--- src/rtl/burst_pkg.sv ---
package burst_pkg;

    localparam int BEAT_W = 2;

    typedef enum logic {
        ORDER_LINEAR = 1'b0,
        ORDER_XOR    = 1'b1
    } order_e;

    typedef struct packed {
        logic [BEAT_W-1:0] start;
        logic [BEAT_W-1:0] beat;
    } beat_state_t;

    function automatic logic [BEAT_W-1:0] beat_low(input beat_state_t st, input order_e ord);
        logic [BEAT_W-1:0] r;
        if (ord == ORDER_XOR) r = st.start ^ st.beat;
        else                  r = st.start + st.beat;
        return r;
    endfunction

endpackage

--- src/rtl/burst_beat_ctr.sv ---
module burst_beat_ctr
    import burst_pkg::*;
(
    input  logic              clk_i,
    input  logic              rst_i,
    input  logic              load_i,
    input  logic              adv_n_i,
    output logic [BEAT_W-1:0] beat_o
);
    always_ff @(posedge clk_i) begin
        if (rst_i)         beat_o <= '0;
        else if (load_i)   beat_o <= '0;
        else if (!adv_n_i) beat_o <= beat_o + 1'b1;
    end
endmodule

--- src/rtl/burst_base_reg.sv ---
module burst_base_reg #(
    parameter int ADDR_W = 20
) (
    input  logic              clk_i,
    input  logic              rst_i,
    input  logic              load_i,
    input  logic [ADDR_W-1:0] addr_i,
    output logic [ADDR_W-1:0] base_o
);
    always_ff @(posedge clk_i) begin
        if (rst_i)       base_o <= '0;
        else if (load_i) base_o <= addr_i;
    end
endmodule

--- src/rtl/burst_order_mux.sv ---
module burst_order_mux
    import burst_pkg::*;
(
    input  logic [BEAT_W-1:0] start_i,
    input  logic [BEAT_W-1:0] beat_i,
    input  logic              order_i,
    output logic [BEAT_W-1:0] low_o
);
    beat_state_t st;
    always_comb begin
        st.start = start_i;
        st.beat  = beat_i;
        low_o    = beat_low(st, order_e'(order_i));
    end
endmodule

--- src/rtl/burst_addr_gen.sv ---
module burst_addr_gen
    import burst_pkg::*;
#(
    parameter int ADDR_W = 20
) (
    input  logic              clk_i,
    input  logic              rst_i,
    input  logic              load_i,
    input  logic              adv_n_i,
    input  logic              order_i,
    input  logic [ADDR_W-1:0] addr_i,
    output logic [ADDR_W-1:0] addr_o
);
    localparam int UPPER_W = ADDR_W - BEAT_W;

    logic [ADDR_W-1:0] base_q;
    logic [BEAT_W-1:0] beat_q;
    logic [BEAT_W-1:0] low_w;

    burst_base_reg #(.ADDR_W(ADDR_W)) u_base (
        .clk_i  (clk_i),
        .rst_i  (rst_i),
        .load_i (load_i),
        .addr_i (addr_i),
        .base_o (base_q)
    );

    burst_beat_ctr u_ctr (
        .clk_i   (clk_i),
        .rst_i   (rst_i),
        .load_i  (load_i),
        .adv_n_i (adv_n_i),
        .beat_o  (beat_q)
    );

    burst_order_mux u_mux (
        .start_i (base_q[BEAT_W-1:0]),
        .beat_i  (beat_q),
        .order_i (order_i),
        .low_o   (low_w)
    );

    generate
        if (UPPER_W > 0) begin : g_upper
            assign addr_o = {base_q[ADDR_W-1:BEAT_W], low_w};
        end else begin : g_low_only
            assign addr_o = low_w;
        end
    endgenerate
endmodule

--- config.mk ---
export PLATFORM = sky130hd
export DESIGN_NAME = burst_addr_gen
export DESIGN_NICKNAME = d
export VERILOG_FILES = /design/src/rtl/burst_pkg.sv /design/src/rtl/burst_beat_ctr.sv /design/src/rtl/burst_base_reg.sv /design/src/rtl/burst_order_mux.sv /design/src/rtl/burst_addr_gen.sv
export SDC_FILE = /design/constraint.sdc
export NUM_CORES = 1
export LEC_CHECK = 0
export BUFFER_PORTS_ARGS = -buffer_cell sky130_fd_sc_hd__buf_2
export CORE_MARGIN = 5
export CORE_UTILIZATION = 49
export CTS_BUF_LIST = sky130_fd_sc_hd__clkbuf_4 sky130_fd_sc_hd__clkbuf_8 sky130_fd_sc_hd__clkbuf_16
export CTS_CLUSTER_SIZE = 28
export DETAILED_ROUTE_END_ITERATION = 16
export GPL_ROUTABILITY_DRIVEN = 0
export PLACE_DENSITY_LB_ADDON = 0.3
export SYNTH_ARGS = -nofsm -noshare
export SYNTH_HDL_FRONTEND = slang
export SYNTH_SLANG_ARGS = --single-unit
--- constraint.sdc ---
create_clock -name clk_i -period 2.1 [get_ports clk_i]
set_clock_uncertainty 0.1 [all_clocks]
set_input_delay 0.315 -clock clk_i [delete_from_list [all_inputs] [get_ports clk_i]]
set_output_delay 0.315 -clock clk_i [all_outputs]
set_load 0.01 [all_outputs]
==> flow_metrics.tcl, run 1 <==
set metrics [dict create \
    die_h_microns 55.11 \
    netlist_area_sq_um 997.2 \
    async_flop_share 0 \
    syn_area_per_cell_sq_um 10.61 \
    yosysTopAreaCellShare 0.4417 \
    ys.flop_type "dfxtp_1" \
    core-area_sq_mm 0.001942 \
    diodes 0 \
    final.setup.tns_ns 0 \
    hold_buffers 0 \
    outcome "finished, final reports clean" \
    drv_cap 0 \
    worstSkewPairLatency_ns 0.30 \
    pwr_density_cell_mw_per_mm2 797.8 \
    cts_tree "yes" \
    grt_pass1_wl_microns 2691 \
    fillers 210 \
    synth_top_family_by_area "multiplexers" \
    slowest_stage "dfxtp_1" \
    relSlewSlack 0.5839 \
    area_delta_synth_final_pct 11.67 \
    critPathBufInv 1 \
    ys_ff_latch 22 \
    ys_types 15 \
    dpl.hpwl_microns 1308 \
    post_drt_wl_per_cell_microns 11.78 \
    wl_microns 1720 \
    syn_nets 120 \
    cp_data_required_time_ns 1.68 \
    num_vias 662 \
    synth_simple_gate_area_share 0.1280 \
    yosysMostFrequentCell "dfxtp_1" \
    finalSetupViolCount 0 \
    drive_gt1_frac 0.4202 \
    cts_buffers 3 \
    cts_setup_buffers 0 \
    yosysWarnings 0 \
    first_pass_iters 1 \
    total_power_mw 0.8884 \
    grtUsageTotal 0.1244 \
    worst_slack_ns 0.4244 \
    ir_drop_mv 0.5125 \
    yosys-mux-area-fraction 0.2008 \
    final-hold-violation-count 0 \
    slowest_delay_ns 0.38 \
    grt_start_max_net_pins 23 \
    p_leak_nw 0.5844 \
    cts_buffer_depth 2 \
    antenna_found_initial 0 \
    root_buffer "clkbuf_4" \
    synth_compound_area_frac 0 \
    cts-resized-gates 0 \
    synthAdderAreaFrac 0.01255 \
    rsz0062_at_grt "no" \
    initial_core_util 0.5135 \
    cp_top_family "flip-flops" \
    timing.fmax_ghz 0.5968 \
    hold_path.class "in2reg" \
    fin_crit_sh 0.7979 \
    first_iter_violations 0 \
    grt_overflow 0 \
    fp-row-count 16 \
    cp-end-kind "primary output" \
    post-place-ws_ns 0.7110 \
    drc_errors 0 \
    maxSlewViolCount 0 \
    via_per_inst 4.534 \
    io-pin-count 45 \
    cp_max_fo 3 \
    die-area_sq_mm 0.003037 \
    worst_pin_slew_ns 0.6242 \
    clk_pin_slew_ns 0.12 \
    synth_xor_area_frac 0.02635 \
    die_w_microns 55.11 \
    htreeDepth 1 \
    critPathLaunchType "register" \
    final_antenna_net_count 0 \
    cp_data_arrival_time_ns 1.26 \
    synth_edf_count 0 \
    portBuffers 44 \
    path_class "reg2out" \
    num-nets-final 146 \
    crit_path_cell_trace "ha_1 -> nor2b_1 -> xnor2_1 -> buf_2" \
    min_period_ns 1.676 \
    grt_pass1_vias 631 \
    yosysTopAreaCell "dfxtp_1" \
    synth_area_leaders "dfxtp_1 (44%), mux2i_1 (20%), buf_4 (14%), nor2_1 (7.5%), xnor2_1 (2.6%)" \
    syn_inst 94 \
    synth_commonest_cells "dfxtp_1 (22), mux2i_1 (20), nor2_1 (20), buf_4 (18), xnor2_1 (3)" \
    clock-sinks 22 \
    seq_area_frac_synth 0.4417 \
]
==> worst paths after layout <==
check                     from                end  slack (ns)  cells past startpoint
min                 addr_i[11]  u_base.base_o[11]        0.14                      3
max reg2reg    u_ctr.beat_o[0]    u_ctr.beat_o[1]        1.12                      3
max            u_ctr.beat_o[0]          addr_o[1]        0.42                      4
min reg2reg  u_base.base_o[11]  u_base.base_o[11]        0.40                      2
==> tightest hold or removal path: cells and delay by family <==
kind                   cells  cell delay [ns]
AND/OR/NAND/NOR            1             0.07
multiplexers               1             0.06
buffers and inverters      1             0.08
==> flip-flops by register name (all words and copies together), names as in the netlist <==
signal / flops
u_base.base_o: 20
u_ctr.beat_o: 2
==> routing by layer <==
layer / part of all wire / up-vias / global-route usage
met5: 0 / - / 0
met4: 0.0064 / 0 / 0.06073
met3: 0.078 / 2 / 0.02681
met2: 0.56 / 18 / 0.2244
met1: 0.35 / 306 / 0.1363
li1: - / 336 / -
==> cell families (layout without fill, tap and decap cells) <==
| group | count (synthesis) | count (layout) |
|---|---|---|
| simple gates | 25 | 25 |
| buf+inv | 23 | 48 |
| flops | 22 | 22 |
| mux | 20 | 20 |
| xor+xnor | 3 | 3 |
| fa+ha+maj | 1 | 1 |
==> cell usage in the layout (no fill, tap or decap) <==
master     instances
buf_2             44
bufinv_16          1
clkbuf_4           3
dfxtp_1           22
ha_1               1
mux2i_1           20
nor2_1            20
nor2b_1            2
nor2b_4            1
nor3_1             1
nor4_4             1
xnor2_1            3
==> stage by stage <==
stage                     area [sq um]    util  cells  hold WS [ns]
after floorplan                  997.2       -     94        0.2885
after global placement            1061  0.5464    142        0.3687
after detailed placement          1061  0.5464    142        0.3759
after CTS                         1114  0.5735    146        0.1324
after global routing              1114  0.5735    146        0.1406
final                             1114  0.5735    146        0.1436
==> power by group <==
part           total [mW]  switching [mW]  internal, mW
logic               0.118          0.0589        0.0595
clock network       0.317           0.124         0.193
registers           0.453          0.0116         0.441
total               0.888           0.195         0.693
==> final cells by class <==
type / instances / area (sq um) / share of cell area
well taps: 27 / 33.78 / 0.03034
multi-input cells: 49 / 366.6 / 0.3292
repair buffers: 44 / 220.2 / 0.1978
flip-flops and latches: 22 / 440.4 / 0.3955
clock inverters: 1 / 30.03 / 0.02697
clock buffers: 3 / 22.52 / 0.02022
No activity file was read; power rests on OpenSTA's default activity.
==> inputs of run 2 (changes only) <==
--- a/config.mk
+++ b/config.mk
@@ -7,7 +7,7 @@
 export LEC_CHECK = 0
 export BUFFER_PORTS_ARGS = -buffer_cell sky130_fd_sc_hd__buf_2
 export CORE_MARGIN = 5
-export CORE_UTILIZATION = 49
+export CORE_UTILIZATION = 41
 export CTS_BUF_LIST = sky130_fd_sc_hd__clkbuf_4 sky130_fd_sc_hd__clkbuf_8 sky130_fd_sc_hd__clkbuf_16
 export CTS_CLUSTER_SIZE = 28
 export DETAILED_ROUTE_END_ITERATION = 16
==> constraint.sdc (replaced) <==
create_clock -name clk_i -period 1.4 [get_ports clk_i]
set_clock_uncertainty 0.1 [all_clocks]
set_input_delay 0.21 -clock clk_i [delete_from_list [all_inputs] [get_ports clk_i]]
set_output_delay 0.21 -clock clk_i [all_outputs]
set_load 0.01 [all_outputs]
==> run 2 against run 1 <==
Effect of this change:
- the run now ends with setup timing left
- via count rose by 0.45%
- utilization shrank 6.5 points
- final area is 3.8% higher
- worst setup slack worse by 0.50 ns
- sequential share of layout area decreased by 1.2 points
- register-to-register slack got worse by 0.77 ns
- routed wire length fell by 0.29%
- sequential power rose by 50%
- clock-buffer cell count rose by 1
- combinational power grew 62%
- clock power up 5%
- critical endpoint unchanged
- global-route usage shrank 2.2 points
- critical path type unchanged
==> flow_metrics.tcl, run 2 (synthesis results as in run 1) <==
set metrics [dict create \
    total_power_mw 1.205 \
    io-pin-count 45 \
    worst_slack_ns -0.07888 \
    layout_common_cells "buf_2 (44), mux2i_1 (20), nor2_1 (20), dfxtp_1 (20), clkbuf_4 (3)" \
    pwr_density_cell_mw_per_mm2 1042 \
    largest_register_ffs 20 \
    outcome "finished with violations" \
    registers.top_by_ff_count "u_base.base_o" \
    antenna_found_initial 0 \
    core-area_sq_mm 0.002276 \
    worstSkewPairLatency_ns 0.29 \
    reg_top3 "u_base.base_o (20), u_ctr.beat_o (2)" \
    grtUsageTotal 0.1022 \
    rsz0062_at_grt "yes" \
    drv_cap 0 \
    clk_pin_slew_ns 0.12 \
    final-hold-violation-count 0 \
    relSlewSlack 0.7225 \
    final_antenna_net_count 0 \
    first_pass_iters 2 \
    grt_pass1_vias 683 \
    htreeDepth 1 \
    clock-sinks 22 \
    use_met2 0.1810 \
    portBuffers 44 \
    timing.fmax_ghz 0.6762 \
    num-nets-final 148 \
    violations "setup timing" \
    min_period_ns 1.479 \
    fp-row-count 17 \
    dp.cells 144 \
    hold_path.class "in2reg" \
    finalSetupViolCount 1 \
    cp_data_required_time_ns 1.09 \
    initial_core_util 0.4382 \
    r2r_setup_slack_ns 0.35 \
    path_class "reg2out" \
    worst_pin_slew_ns 0.4162 \
    busiest_layer "met2" \
    cp_max_fo 2 \
    cp-end-kind "primary output" \
    hold_path_depth 3 \
    first_iter_violations 3 \
    diodes 0 \
    die_w_microns 59.32 \
    grt_start_max_net_pins 23 \
    die_h_microns 59.32 \
    critPathLaunchType "register" \
    dpl.hpwl_microns 1304 \
    p_leak_nw 0.5934 \
    ir_drop_mv 0.5918 \
    rr_endpoint "u_ctr.beat_o[1]" \
    grt_pass1_wl_microns 2801 \
    cts_buffers 3 \
    final_common_cell "buf_2" \
    cts_tree "yes" \
    maxSlewViolCount 0 \
    wl_microns 1715 \
    gr-usage-met3 0.02397 \
    fin_crit_sh 1.056 \
    post_drt_wl_per_cell_microns 11.51 \
    num_vias 665 \
    min_from "addr_i[14]" \
    via_per_inst 4.463 \
    drive_gt1_frac 0.4711 \
    grt_overflow 0 \
    final_cell_count_no_fill 149 \
    r2r-start "u_ctr.beat_o[0]" \
    root_buffer "clkbuf_4" \
    hold_end "u_base.base_o[14]" \
    area_delta_synth_final_pct 15.93 \
    hold_buffers 0 \
    reg2regPathDepth 4 \
    cp_data_arrival_time_ns 1.17 \
    use_met1 0.1171 \
    drc_errors 0 \
    die-area_sq_mm 0.003518 \
    cts_buffer_depth 2 \
]
-- run 2: repair_timing --
item,in CTS,in global routing
pin swaps,1,1
setup buffers,1,0
gates resized for setup,5,2
setup endpoints to repair,1,2
endpoints found under the hold margin,0,0
-- run 2: worst max path at each step --
stage / to / startpoint / slack, ns
2_1_floorplan: addr_o[1] / u_base.base_o[0] / 0.27
3_3_place_gp: addr_o[1] / u_ctr.beat_o[0] / 0.23
3_5_place_dp: addr_o[1] / u_ctr.beat_o[0] / 0.19
4_1_cts: addr_o[1] / u_base.base_o[0] / -0.12
5_1_grt: addr_o[1] / u_ctr.beat_o[0] / -0.16
6_report: addr_o[1] / u_ctr.beat_o[0] / -0.08
-- run 2: stage by stage --
stage	TNS (ns)	util	area, sq um	worst slack [ns]	hold slack [ns]
floorplan	0	-	997.2	0.2689	0.1835
global placement	0	0.4755	1082	0.2254	0.3432
detailed placement	0	0.4755	1082	0.1883	0.3552
CTS	-0.1230	0.5003	1139	-0.1230	0.03422
global route	-0.1619	0.5080	1156	-0.1619	0.03015
finish	-0.07888	0.5080	1156	-0.07888	0.04386
-- run 2: routing by layer --
| layer | part of all wire | wire (microns) | vias up |
|---|---|---|---|
| li1 | - | - | 342 |
| met1 | 0.40 | 680 | 301 |
| met2 | 0.52 | 889 | 20 |
| met3 | 0.076 | 131 | 2 |
| met4 | 0.0076 | 13 | 0 |
| met5 | 0 | 0 | - |
-- run 2: power breakdown --
part	total [mW]	leakage, nW	switching, mW	internal (mW)
combinational	0.191	0.390	0.0912	0.0997
clock	0.333	0.0210	0.175	0.158
sequential	0.681	0.182	0.0188	0.662
-- run 2: layout make-up --
class / count / area (sq um)
fillers: 228 / 1120
flip-flops and latches: 22 / 442.9
multi-input cells: 49 / 394.1
repair buffers: 46 / 247.7
clock buffers: 4 / 36.28
well taps: 28 / 35.03
-- run 2: worst max-delay path, stage by stage, from the launching register on --
cell and delay, ns:
dfxtp_2 0.35, ha_4 0.15, nor2b_4 0.11, xnor2_1 0.12, buf_2 0.14
==> inputs of run 3 (changes only) <==
--- a/config.mk
+++ b/config.mk
@@ -12,6 +12,7 @@
 export CTS_CLUSTER_SIZE = 28
 export DETAILED_ROUTE_END_ITERATION = 16
 export GPL_ROUTABILITY_DRIVEN = 0
+export MAX_ROUTING_LAYER = met4
 export PLACE_DENSITY_LB_ADDON = 0.3
 export SYNTH_ARGS = -nofsm -noshare
 export SYNTH_HDL_FRONTEND = slang
==> run 3 against run 2 <==
Effect of this change:
- the run still ends with setup timing left
- global-route usage up 0.25 points
- sequential share of layout area stayed put
- register-to-register slack is essentially flat
- utilization unchanged
- non-clock buffer count did not move
- sequential power barely moved
- final area unchanged
- power is 0.22% lower
- routed wire length is 0.29% lower
==> flow_metrics.tcl, run 3 (synthesis results as in run 1) <==
set metrics [dict create \
    fp-row-count 17 \
    num_vias 665 \
    first_iter_violations 3 \
    initial_core_util 0.4382 \
    post_drt_wl_per_cell_microns 11.48 \
    largest_register_ffs 20 \
    htreeDepth 1 \
    postPlaceCellArea_sq_mm 0.001082 \
    relSlewSlack 0.7226 \
    cp_top_family "flip-flops" \
    slowest_delay_ns 0.35 \
    first_pass_iters 2 \
    worst_slack_ns -0.07686 \
    switchingPower_mw 0.2821 \
    r2r_setup_slack_ns 0.36 \
    violations "setup timing" \
    grt_pass1_vias 681 \
    critPathLaunchType "register" \
    antenna_found_initial 0 \
    final_area_sq_mm 0.001156 \
    num-nets-final 148 \
    core-area_sq_mm 0.002276 \
    critPathBufInv 1 \
    dpl.hpwl_microns 1304 \
    die_h_microns 59.32 \
    final_common_cell "buf_2" \
    registers.top_by_ff_count "u_base.base_o" \
    drc_errors 0 \
    final_antenna_net_count 0 \
    fin_util 0.5080 \
    hold_path.class "in2reg" \
    grt_start_max_net_pins 23 \
    outcome "finished with violations" \
    cts_buffer_depth 2 \
    path_class "reg2out" \
    diodes 0 \
    cp_data_required_time_ns 1.09 \
    drive_gt1_frac 0.4711 \
    seq_power_share 0.566 \
    grtUsageTotal 0.1047 \
    final-hold-violation-count 0 \
    cts_buffers 3 \
    slowest_stage "dfxtp_2" \
    cp_data_arrival_time_ns 1.17 \
    drv_cap 0 \
    power_frac_comb 0.159 \
    wl_microns 1710 \
    switching_share 0.2346 \
    fin_crit_sh 1.055 \
    p_leak_nw 0.5934 \
    min_period_ns 1.477 \
    root_buffer "clkbuf_4" \
    die_w_microns 59.32 \
    via_per_inst 4.463 \
    reg_top3 "u_base.base_o (20), u_ctr.beat_o (2)" \
    total_power_mw 1.202 \
    clk_pin_slew_ns 0.11 \
    io-pin-count 45 \
    rsz0062_at_grt "yes" \
    final_cell_count_no_fill 149 \
    ir_drop_mv 0.5918 \
    grt_overflow 0 \
    cts_tree "yes" \
    grt_pass1_wl_microns 2801 \
    portBuffers 44 \
    cp_max_fo 2 \
    clock-sinks 22 \
    worst_pin_slew_ns 0.4161 \
    crit_path_cell_trace "ha_4 -> nor2b_4 -> xnor2_1 -> buf_2" \
    timing.fmax_ghz 0.6771 \
    layout_common_cells "buf_2 (44), mux2i_1 (20), nor2_1 (20), dfxtp_1 (20), clkbuf_4 (3)" \
    maxSlewViolCount 0 \
    die-area_sq_mm 0.003518 \
    clkPwrFrac 0.275 \
    cp-end-kind "primary output" \
    p_int_mw 0.9203 \
    finalSetupViolCount 1 \
    pwr_density_cell_mw_per_mm2 1040 \
    worstSkewPairLatency_ns 0.29 \
    dp.cells 144 \
    area_delta_synth_final_pct 15.93 \
]
run 3: cell counts in the layout (fill, tap and decap cells not counted):
Identical to the previous run, type by type.
run 3: worst paths after layout:
kind | startpoint | endpoint | cells after the start
hold / removal | addr_i[14] | u_base.base_o[14] | 3
setup reg to reg | u_ctr.beat_o[0] | u_ctr.beat_o[1] | 4
setup / recovery | u_base.base_o[0] | addr_o[1] | 4
hold reg to reg | u_base.base_o[18] | u_base.base_o[18] | 2
run 3: metal layers:
layer  part of all wire  global-route usage  vias to the layer above
li1                   -                   -                      342
met1               0.40              0.1171                      301
met2               0.52              0.1825                       20
met3              0.073             0.01961                        2
met4             0.0076             0.03883                        0
met5                  0                   -                        -
run 3: metrics by stage:
stage	TNS, ns	hold slack, ns	setup slack (ns)
global route	-0.1577	0.03362	-0.1577
detailed placement	0	0.3552	0.1883
CTS	-0.1230	0.03422	-0.1230
floorplan	0	0.1835	0.2689
global placement	0	0.3432	0.2254
finish	-0.07686	0.04642	-0.07686
run 3: repair_timing:
item                                    4_1_cts  5_1_grt
hold buffers                                  0        0
endpoints found under the setup margin        1        2
resized for setup                             5        2
setup buffers                                 1        0
pin swaps                                     1        1
run 3: area by class of cell:
class	instances	area [sq um]
repair buffers	46	247.7
multi-input cells	49	394.1
fillers	228	1120
clock buffers	4	36.28
well taps	28	35.03
flip-flops and latches	22	442.9
run 3: power by group through the flow:
stage | clock (mW) | combinational, mW | sequential, mW
floorplan | 0 | 0.157 | 0.690
global placement | 0 | 0.184 | 0.691
detailed placement | 0 | 0.189 | 0.693
CTS | 0.354 | 0.192 | 0.680
global route | 0.376 | 0.210 | 0.687
finish | 0.330 | 0.191 | 0.681
run 3: worst min-delay path: stages:
cell and delay, ns:
buf_2 0.07, mux2i_1 0.05, nor2_1 0.07
